[config.mk]
export PLATFORM = sky130hd
export DESIGN_NAME = tmr_bank
export DESIGN_NICKNAME = d
export VERILOG_FILES = /design/src/rtl/tmr_pkg.sv /design/src/rtl/tmr_ctrl.sv /design/src/rtl/tmr_chan.sv /design/src/rtl/tmr_bank.sv
export SDC_FILE = /design/constraint.sdc
export NUM_CORES = 2
export LEC_CHECK = 0
export BUFFER_PORTS_ARGS = -buffer_cell sky130_fd_sc_hd__buf_2
export CORE_ASPECT_RATIO = 1.5
export CORE_MARGIN = 4
export CORE_UTILIZATION = 30
export CTS_CLUSTER_SIZE = 14
export DETAILED_ROUTE_END_ITERATION = 7
export MAX_ROUTING_LAYER = met4
export PLACE_DENSITY = 0.53
export REMOVE_ABC_BUFFERS = 1
export SLEW_MARGIN = 20
export SYNTH_ARGS = -nofsm -noshare
export SYNTH_HDL_FRONTEND = slang
export SYNTH_HIERARCHICAL = 1
export SYNTH_SLANG_ARGS = --single-unit
[constraint.sdc]
create_clock -name clk -period 5.6 [get_ports clk]
set_input_delay 0.84 -clock clk [delete_from_list [all_inputs] [get_ports clk]]
set_output_delay 0.84 -clock clk [all_outputs]
set_load 0.02 [all_outputs]
[src/rtl/tmr_pkg.sv]
// Shared definitions for the timer register bank.
// Assumes a four-bit control field per channel in the shared control word.
package tmr_pkg;
    localparam int FIELD_W  = 4;   // control bits per channel
    localparam int F_RUN    = 0;   // start/stop
    localparam int F_EXT    = 1;   // external tick select
    localparam int F_ZIRQ   = 2;   // interrupt on reaching zero
    localparam int F_PULSE  = 3;   // pulse mode request

    // Word inside a channel's 16-byte window
    typedef enum logic [1:0] {
        W_COUNT  = 2'd0,
        W_RELOAD = 2'd1,
        W_MATCHA = 2'd2,
        W_MATCHB = 2'd3
    } word_e;
endpackage

[src/rtl/tmr_ctrl.sv]
// Control word holder: stores the shared control word, fans out per-channel
// settings, creates a one-cycle start strobe when a run bit rises and flags
// pulse-mode requests on channels that cannot pulse.
// Assumes NUM_CH * FIELD_W <= DW.
module tmr_ctrl
    import tmr_pkg::*;
#(
    parameter int NUM_CH      = 8,
    parameter int DW          = 32,
    parameter int PULSE_FIRST = 3
) (
    input  logic              clk,
    input  logic              rst_n,
    input  logic              wr,
    input  logic [DW-1:0]     wdata,
    output logic [DW-1:0]     ctrl_q,
    output logic [NUM_CH-1:0] run,
    output logic [NUM_CH-1:0] ext,
    output logic [NUM_CH-1:0] zirq,
    output logic [NUM_CH-1:0] start,
    output logic [NUM_CH-1:0] pulse_mode,
    output logic              pulse_err
);
    logic [NUM_CH-1:0] bad_pulse;
    logic [NUM_CH-1:0] start_q;
    logic              pulse_err_q;

    // Hold the control word exactly as written.
    always_ff @(posedge clk) begin
        if (!rst_n) ctrl_q <= '0;
        else if (wr) ctrl_q <= wdata;
    end

    for (genvar i = 0; i < NUM_CH; i++) begin : g_field
        localparam int B = i * FIELD_W;
        assign run[i]  = ctrl_q[B + F_RUN];
        assign ext[i]  = ctrl_q[B + F_EXT];
        assign zirq[i] = ctrl_q[B + F_ZIRQ];

        // Start strobe for the cycle right after a rising run bit.
        always_ff @(posedge clk) begin
            if (!rst_n) start_q[i] <= 1'b0;
            else start_q[i] <= wr && wdata[B + F_RUN] && !ctrl_q[B + F_RUN];
        end

        if (i >= PULSE_FIRST) begin : g_pulse_ok
            assign pulse_mode[i] = ctrl_q[B + F_PULSE];
            assign bad_pulse[i]  = 1'b0;
        end else begin : g_pulse_no
            assign pulse_mode[i] = 1'b0;
            assign bad_pulse[i]  = wr && wdata[B + F_PULSE] && !ctrl_q[B + F_PULSE];
        end
    end

    // Register the refused-pulse flag so it lines up with bus errors.
    always_ff @(posedge clk) begin
        if (!rst_n) pulse_err_q <= 1'b0;
        else pulse_err_q <= |bad_pulse;
    end

    assign start     = start_q;
    assign pulse_err = pulse_err_q;
endmodule

[src/rtl/tmr_chan.sv]
// One down-counting channel: count, reload and two match registers, plus an
// interrupt level that flips on match or zero events.
// Assumes the start strobe lasts one cycle and run is already high with it.
module tmr_chan
    import tmr_pkg::*;
#(
    parameter int CW = 32
) (
    input  logic          clk,
    input  logic          rst_n,
    input  logic          run,
    input  logic          ext,
    input  logic          zirq,
    input  logic          start,
    input  logic          ext_tick,
    input  logic          wr,
    input  word_e         wr_word,
    input  logic [CW-1:0] wdata,
    output logic [CW-1:0] cnt_o,
    output logic [CW-1:0] reload_o,
    output logic [CW-1:0] match_a_o,
    output logic [CW-1:0] match_b_o,
    output logic          irq_o
);
    logic [CW-1:0] cnt_q, reload_q, ma_q, mb_q, cnt_nxt;
    logic          irq_q, cnt_wr, step, hit;

    assign cnt_wr  = wr && (wr_word == W_COUNT);
    // A counting step: running, not loading, tick present, no bus override.
    assign step    = run && !start && !cnt_wr && (ext ? ext_tick : 1'b1);
    assign cnt_nxt = (cnt_q == '0) ? reload_q : cnt_q - 1'b1;
    assign hit     = (cnt_nxt == ma_q) || (cnt_nxt == mb_q) ||
                     (zirq && cnt_nxt == '0);

    // Settings registers written from the bus.
    always_ff @(posedge clk) begin
        if (!rst_n) begin
            reload_q <= '0;
            ma_q     <= '0;
            mb_q     <= '0;
        end else if (wr) begin
            case (wr_word)
                W_RELOAD: reload_q <= wdata;
                W_MATCHA: ma_q     <= wdata;
                W_MATCHB: mb_q     <= wdata;
                default:  ;
            endcase
        end
    end

    // Counter: start load first, then bus load, then counting step.
    always_ff @(posedge clk) begin
        if (!rst_n)      cnt_q <= '0;
        else if (start)  cnt_q <= reload_q;
        else if (cnt_wr) cnt_q <= wdata;
        else if (step)   cnt_q <= cnt_nxt;
    end

    // Interrupt level flips on each step that lands on an event value.
    always_ff @(posedge clk) begin
        if (!rst_n) irq_q <= 1'b0;
        else if (step && hit) irq_q <= !irq_q;
    end

    assign cnt_o     = cnt_q;
    assign reload_o  = reload_q;
    assign match_a_o = ma_q;
    assign match_b_o = mb_q;
    assign irq_o     = irq_q;
endmodule

[src/rtl/tmr_bank.sv]
// Timer bank top: decodes word accesses into channel, control and second
// control registers, returns read data one cycle later and flags illegal
// offsets. The control block sits at window slot 3, so channel windows
// above it are shifted down by one.
// Assumes AW > 8 and NUM_CH + 1 <= 15 so every window fits in 8 offset bits.
module tmr_bank
    import tmr_pkg::*;
#(
    parameter int NUM_CH      = 8,
    parameter int DW          = 32,
    parameter int AW          = 12,
    parameter int PULSE_FIRST = 3
) (
    input  logic              clk,
    input  logic              rst_n,
    input  logic              req_valid,
    input  logic              req_write,
    input  logic [AW-1:0]     req_addr,
    input  logic [DW-1:0]     req_wdata,
    input  logic              ext_tick,
    output logic              rsp_valid,
    output logic [DW-1:0]     rsp_rdata,
    output logic              err,
    output logic [NUM_CH-1:0] irq,
    output logic [NUM_CH-1:0] pulse_mode
);
    localparam int          CHW       = $clog2(NUM_CH);
    localparam logic [3:0]  CTRL_SLOT = 4'd3;
    localparam logic [3:0]  LAST_SLOT = 4'(NUM_CH);
    localparam logic [7:0]  OFF_CTRL  = 8'h30;
    localparam logic [7:0]  OFF_CTRL2 = 8'h34;

    logic [7:0]        off;
    logic [3:0]        slot, ch_full;
    logic [CHW-1:0]    ch_idx;
    word_e             word_sel;
    logic              in_range, is_ctrl, is_ctrl2, is_chan, illegal;
    logic              rsp_valid_q, err_q, pulse_err;
    logic [DW-1:0]     rdata_q, rd_mux, ctrl_q, ctrl2_q;
    logic [NUM_CH-1:0] run_v, ext_v, zirq_v, start_v;
    logic [DW-1:0]     cnt_a [NUM_CH];
    logic [DW-1:0]     rel_a [NUM_CH];
    logic [DW-1:0]     ma_a  [NUM_CH];
    logic [DW-1:0]     mb_a  [NUM_CH];

    // Address decode.
    assign off      = req_addr[7:0];
    assign slot     = off[7:4];
    assign word_sel = word_e'(off[3:2]);
    assign in_range = (req_addr[1:0] == 2'b00) && (req_addr[AW-1:8] == '0);
    assign is_ctrl  = in_range && (off == OFF_CTRL);
    assign is_ctrl2 = in_range && (off == OFF_CTRL2);
    assign is_chan  = in_range && (slot != CTRL_SLOT) && (slot <= LAST_SLOT);
    assign ch_full  = (slot < CTRL_SLOT) ? slot : slot - 4'd1;
    assign ch_idx   = ch_full[CHW-1:0];
    assign illegal  = !(is_ctrl || is_ctrl2 || is_chan);

    tmr_ctrl #(
        .NUM_CH(NUM_CH), .DW(DW), .PULSE_FIRST(PULSE_FIRST)
    ) u_ctrl (
        .clk       (clk),
        .rst_n     (rst_n),
        .wr        (req_valid && req_write && is_ctrl),
        .wdata     (req_wdata),
        .ctrl_q    (ctrl_q),
        .run       (run_v),
        .ext       (ext_v),
        .zirq      (zirq_v),
        .start     (start_v),
        .pulse_mode(pulse_mode),
        .pulse_err (pulse_err)
    );

    for (genvar i = 0; i < NUM_CH; i++) begin : g_ch
        tmr_chan #(.CW(DW)) u_chan (
            .clk      (clk),
            .rst_n    (rst_n),
            .run      (run_v[i]),
            .ext      (ext_v[i]),
            .zirq     (zirq_v[i]),
            .start    (start_v[i]),
            .ext_tick (ext_tick),
            .wr       (req_valid && req_write && is_chan && (ch_idx == CHW'(i))),
            .wr_word  (word_sel),
            .wdata    (req_wdata),
            .cnt_o    (cnt_a[i]),
            .reload_o (rel_a[i]),
            .match_a_o(ma_a[i]),
            .match_b_o(mb_a[i]),
            .irq_o    (irq[i])
        );
    end

    // Second control word: plain storage.
    always_ff @(posedge clk) begin
        if (!rst_n) ctrl2_q <= '0;
        else if (req_valid && req_write && is_ctrl2) ctrl2_q <= req_wdata;
    end

    // Read data selection for the current request.
    always_comb begin
        rd_mux = '0;
        if (is_ctrl)       rd_mux = ctrl_q;
        else if (is_ctrl2) rd_mux = ctrl2_q;
        else if (is_chan) begin
            case (word_sel)
                W_COUNT:  rd_mux = cnt_a[ch_idx];
                W_RELOAD: rd_mux = rel_a[ch_idx];
                W_MATCHA: rd_mux = ma_a[ch_idx];
                default:  rd_mux = mb_a[ch_idx];
            endcase
        end
    end

    // Response and error registers, due one cycle after the request.
    always_ff @(posedge clk) begin
        if (!rst_n) begin
            rsp_valid_q <= 1'b0;
            rdata_q     <= '0;
            err_q       <= 1'b0;
        end else begin
            rsp_valid_q <= req_valid && !req_write;
            if (req_valid && !req_write) rdata_q <= rd_mux;
            err_q       <= req_valid && illegal;
        end
    end

    assign rsp_valid = rsp_valid_q;
    assign rsp_rdata = rdata_q;
    assign err       = err_q || pulse_err;
endmodule

==> summary.txt <==
CP arrival -> 6.01 ns
Core ar. -> 241000 um2
Post-synth EDFFs -> 0
Post-CTS Hold Buffers -> 0
Synth-to-Final Area Change -> 14.3%
syn avg cell area -> 7.16 um2
cts repair resizes -> 0
vias -> 90000
Core Rows -> 221
register area -> 22800 um2
Iteration-0 DRC Markers -> 13400
fmax -> 0.191 GHz
FFs w/ async S/R, synth -> 0%
max-slew violations -> 0
Post-CTS Setup Inserts -> 0
Max VDD drop -> 0.249 mV
die area -> 251000 um2
Reg2Reg Setup Slack -> 0.37 ns
status -> finished clean
# clock sinks -> 1139
Via-to-Cell Ratio -> 6.65
pin count of the biggest net entering global routing -> 115
num ports -> 99
Die X-Extent -> 410 um
ys flop type -> dfxtp_1
Max Fanout on Critical Path -> 12
CTS Buffer Depth -> 4
final worst-path cycle share -> 93.4%
slowest CP cell -> dfxtp_1
Worst-Margin Slew -> 1.42 ns
H-Tree Depth -> 4
CTS Root Cell -> clkbuf_16
die height -> 611 um
# setup viols final -> 0
CTS tree -> built
Placement Setup Slack -> 0.396 ns
worst path buffer plus inverter count -> 2
fin crit period -> 5.23 ns
commonest non-fill, non-tap cell in the layout -> nand2_1
Seq cells post-synth -> 1139
Pwr Density -> 250 nW/um2
CP dominant cell by count -> or4_1
count of final hold-check violations -> 0
static leakage -> 30.9 nW
all-layer global routing usage -> 48.1%
hold endpoint -> err_q
crit path cell chain -> inv_1 > ha_1 > nor3b_1 > nand4_1 > buf_4 > or4_1 > a31oi_1 > xor2_1 > a2111o_1 > or4_1 > nor4_2 > o31ai_1 > and3_1
RSZ-0062 raised after global routing -> no
Synth Warn # -> 6
dpl hpwl -> 460000 um
WHS Path Cells -> 3
reg2reg path depth -> 13
clk_skew -> 0.0774 ns
hold_sp -> req_valid
Worst path top cell family by delay -> simple AND/OR/NAND/NOR gates
antenna violations before repair -> 107
drt wl/cell -> 45.2 um
DRC viols -> 0
startpoint types -> flip-flop
register area share after synthesis -> 31.3%
vias in the first global route -> 81700
relative slew slack -> 5.54%
Tot Pwr -> 20.8 mW
area occupied by multi-input gates -> 45600 um2
routability cong. -> 1.16
crit-path max cell delay -> 0.72 ns
register clock-pin slew on the reported worst setup and hold paths -> 0.06 ns
Worst Path Required -> 6.38 ns
worst r2r dst -> g_ch[2].u_chan/irq_o
global route overflow -> 0
FILL cells -> 25900
DRT antenna net count -> 0
Num CTS Buffers -> 144
Initial Util -> 30.1%
most frequent cells in the layout -> nand2_1, a21oi_1, dfxtp_1, nor2_1, buf_4
setup ws final -> 0.372 ns
max-cap violation count -> 0
Pre-antenna DRT Iters -> 7
first-pass GRT wire length -> 793000 um
Setup CP Type -> reg2reg
Synth cell types -> 98
port buffer count -> 95
Clk Latency, worst-skew pair -> 0.90 ns
type of the most critical hold path -> in2reg
worst r2r src -> g_ch[2].u_chan/cnt_o[1]
crit path launch -> g_ch[2].u_chan/cnt_o[1]
Mapped Cells -> 10200
layout cells sized above 1 -> 10.7%
Worst Setup End Kind -> flip-flop
WL final -> 612000 um
mapped cell area -> 72700 um2
nets@finish -> 10200
## state kept, by name, indices dropped and copies added (netlist names)
name,cells
rsp_rdata,32
g_ch.u_chan/irq_o,8
rsp_valid,1
u_ctrl/pulse_err,1
err_q,1
u_ctrl/start,8
g_ch.u_chan/reload_o,256
ctrl2_q,32
g_ch.u_chan/match_a_o,256
g_ch.u_chan/match_b_o,256
u_ctrl/ctrl_q,32
g_ch.u_chan/cnt_o,256
## stage by stage
| stage | hold slack, ns | std cells | utilization [%] | cell area (um2) | setup TNS [ns] |
|---|---|---|---|---|---|
| after floorplan | 0.436 | 9325 | - | 68900 | -1682.61 |
| after global placement | 0.443 | 13200 | 32.3 | 78000 | 0 |
| after detailed placement | 0.451 | 13200 | 32.3 | 78000 | 0 |
| after CTS | 0.271 | 13400 | 34.3 | 82700 | 0 |
| after global routing | 0.287 | 13500 | 34.4 | 83100 | 0 |
| final | 0.283 | 13500 | 34.5 | 83200 | 0 |
## worst max path at each step
| stage | end | slack (ns) | cells past startpoint |
|---|---|---|---|
| after floorplan | g_ch[6].u_chan/irq_o | -3.66 | 13 |
| after global placement | g_ch[7].u_chan/irq_o | 0.35 | 14 |
| after detailed placement | g_ch[6].u_chan/irq_o | 0.40 | 14 |
| after CTS | g_ch[4].u_chan/irq_o | 0.52 | 10 |
| after global routing | g_ch[2].u_chan/irq_o | 0.27 | 13 |
| final | g_ch[2].u_chan/irq_o | 0.37 | 13 |
## layout make-up
| type | instances | area share, % |
|---|---|---|
| well taps | 3233 | 4.86 |
| multi-input cells | 7994 | 54.9 |
| diodes | 106 | 0.319 |
| clock buffers | 192 | 4.84 |
| inverters | 192 | 0.878 |
| repair buffers | 639 | 6.04 |
| flip-flops and latches | 1139 | 27.4 |
| clock inverters | 49 | 0.755 |
## cells in the mapped netlist (all sizes together) (105+ instances only)
cell type	n	share of area, %
nand2	1875	9.7
a21oi	1175	8.1
dfxtp	1139	31
nor2	921	4.8
clkbuf	602	3.1
o22ai	512	4.4
o21ai	489	3.4
xnor2	336	4.0
nor3	281	2.0
nor4	273	2.4
buf	234	2.2
xor2	200	2.4
inv	191	0.99
mux2i	165	2.5
or4	157	1.6
a31oi	151	1.4
nand4	118	1.0
a211oi	108	1.1
nand3	105	0.72
## layer usage
layer | track usage (%) | part of all wire, % | vias to the layer above
li1 | - | - | 36700
met1 | 48.1 | 33 | 43700
met2 | 72.7 | 44 | 6960
met3 | 11.6 | 9.0 | 2690
met4 | 54.4 | 15 | 0
met5 | - | 0 | -
## power by group
group	internal [mW]	total [mW]	switching (mW)
sequential	8.10	8.12	0.0179
clock	5.65	9.92	4.27
combinational	0.548	2.73	2.19
## cell families (layout without fill, tap and decap cells)
kind of cell               after synthesis  count (layout)  share of synthesized area (%)
buffers and inverters                 1028            1072                           6.25
xor gates and xnor gates               544             544                           6.70
other                                    1             109                        0.00516
adders and majority gates               18              18                          0.310
muxes                                  196             196                           3.03
and+or+nand+nor                       4139            4139                           26.2
DFF                                   1139            1139                           31.3
AOI/OAI and AO/OA                     3094            3094                           26.2
## worst min-delay path, delay by kind of cell
family | cells | cell delay (ns)
buffers and inverters | 1 | 0.16
and+or+nand+nor | 2 | 0.13
Power figures use the tool's default switching activity.
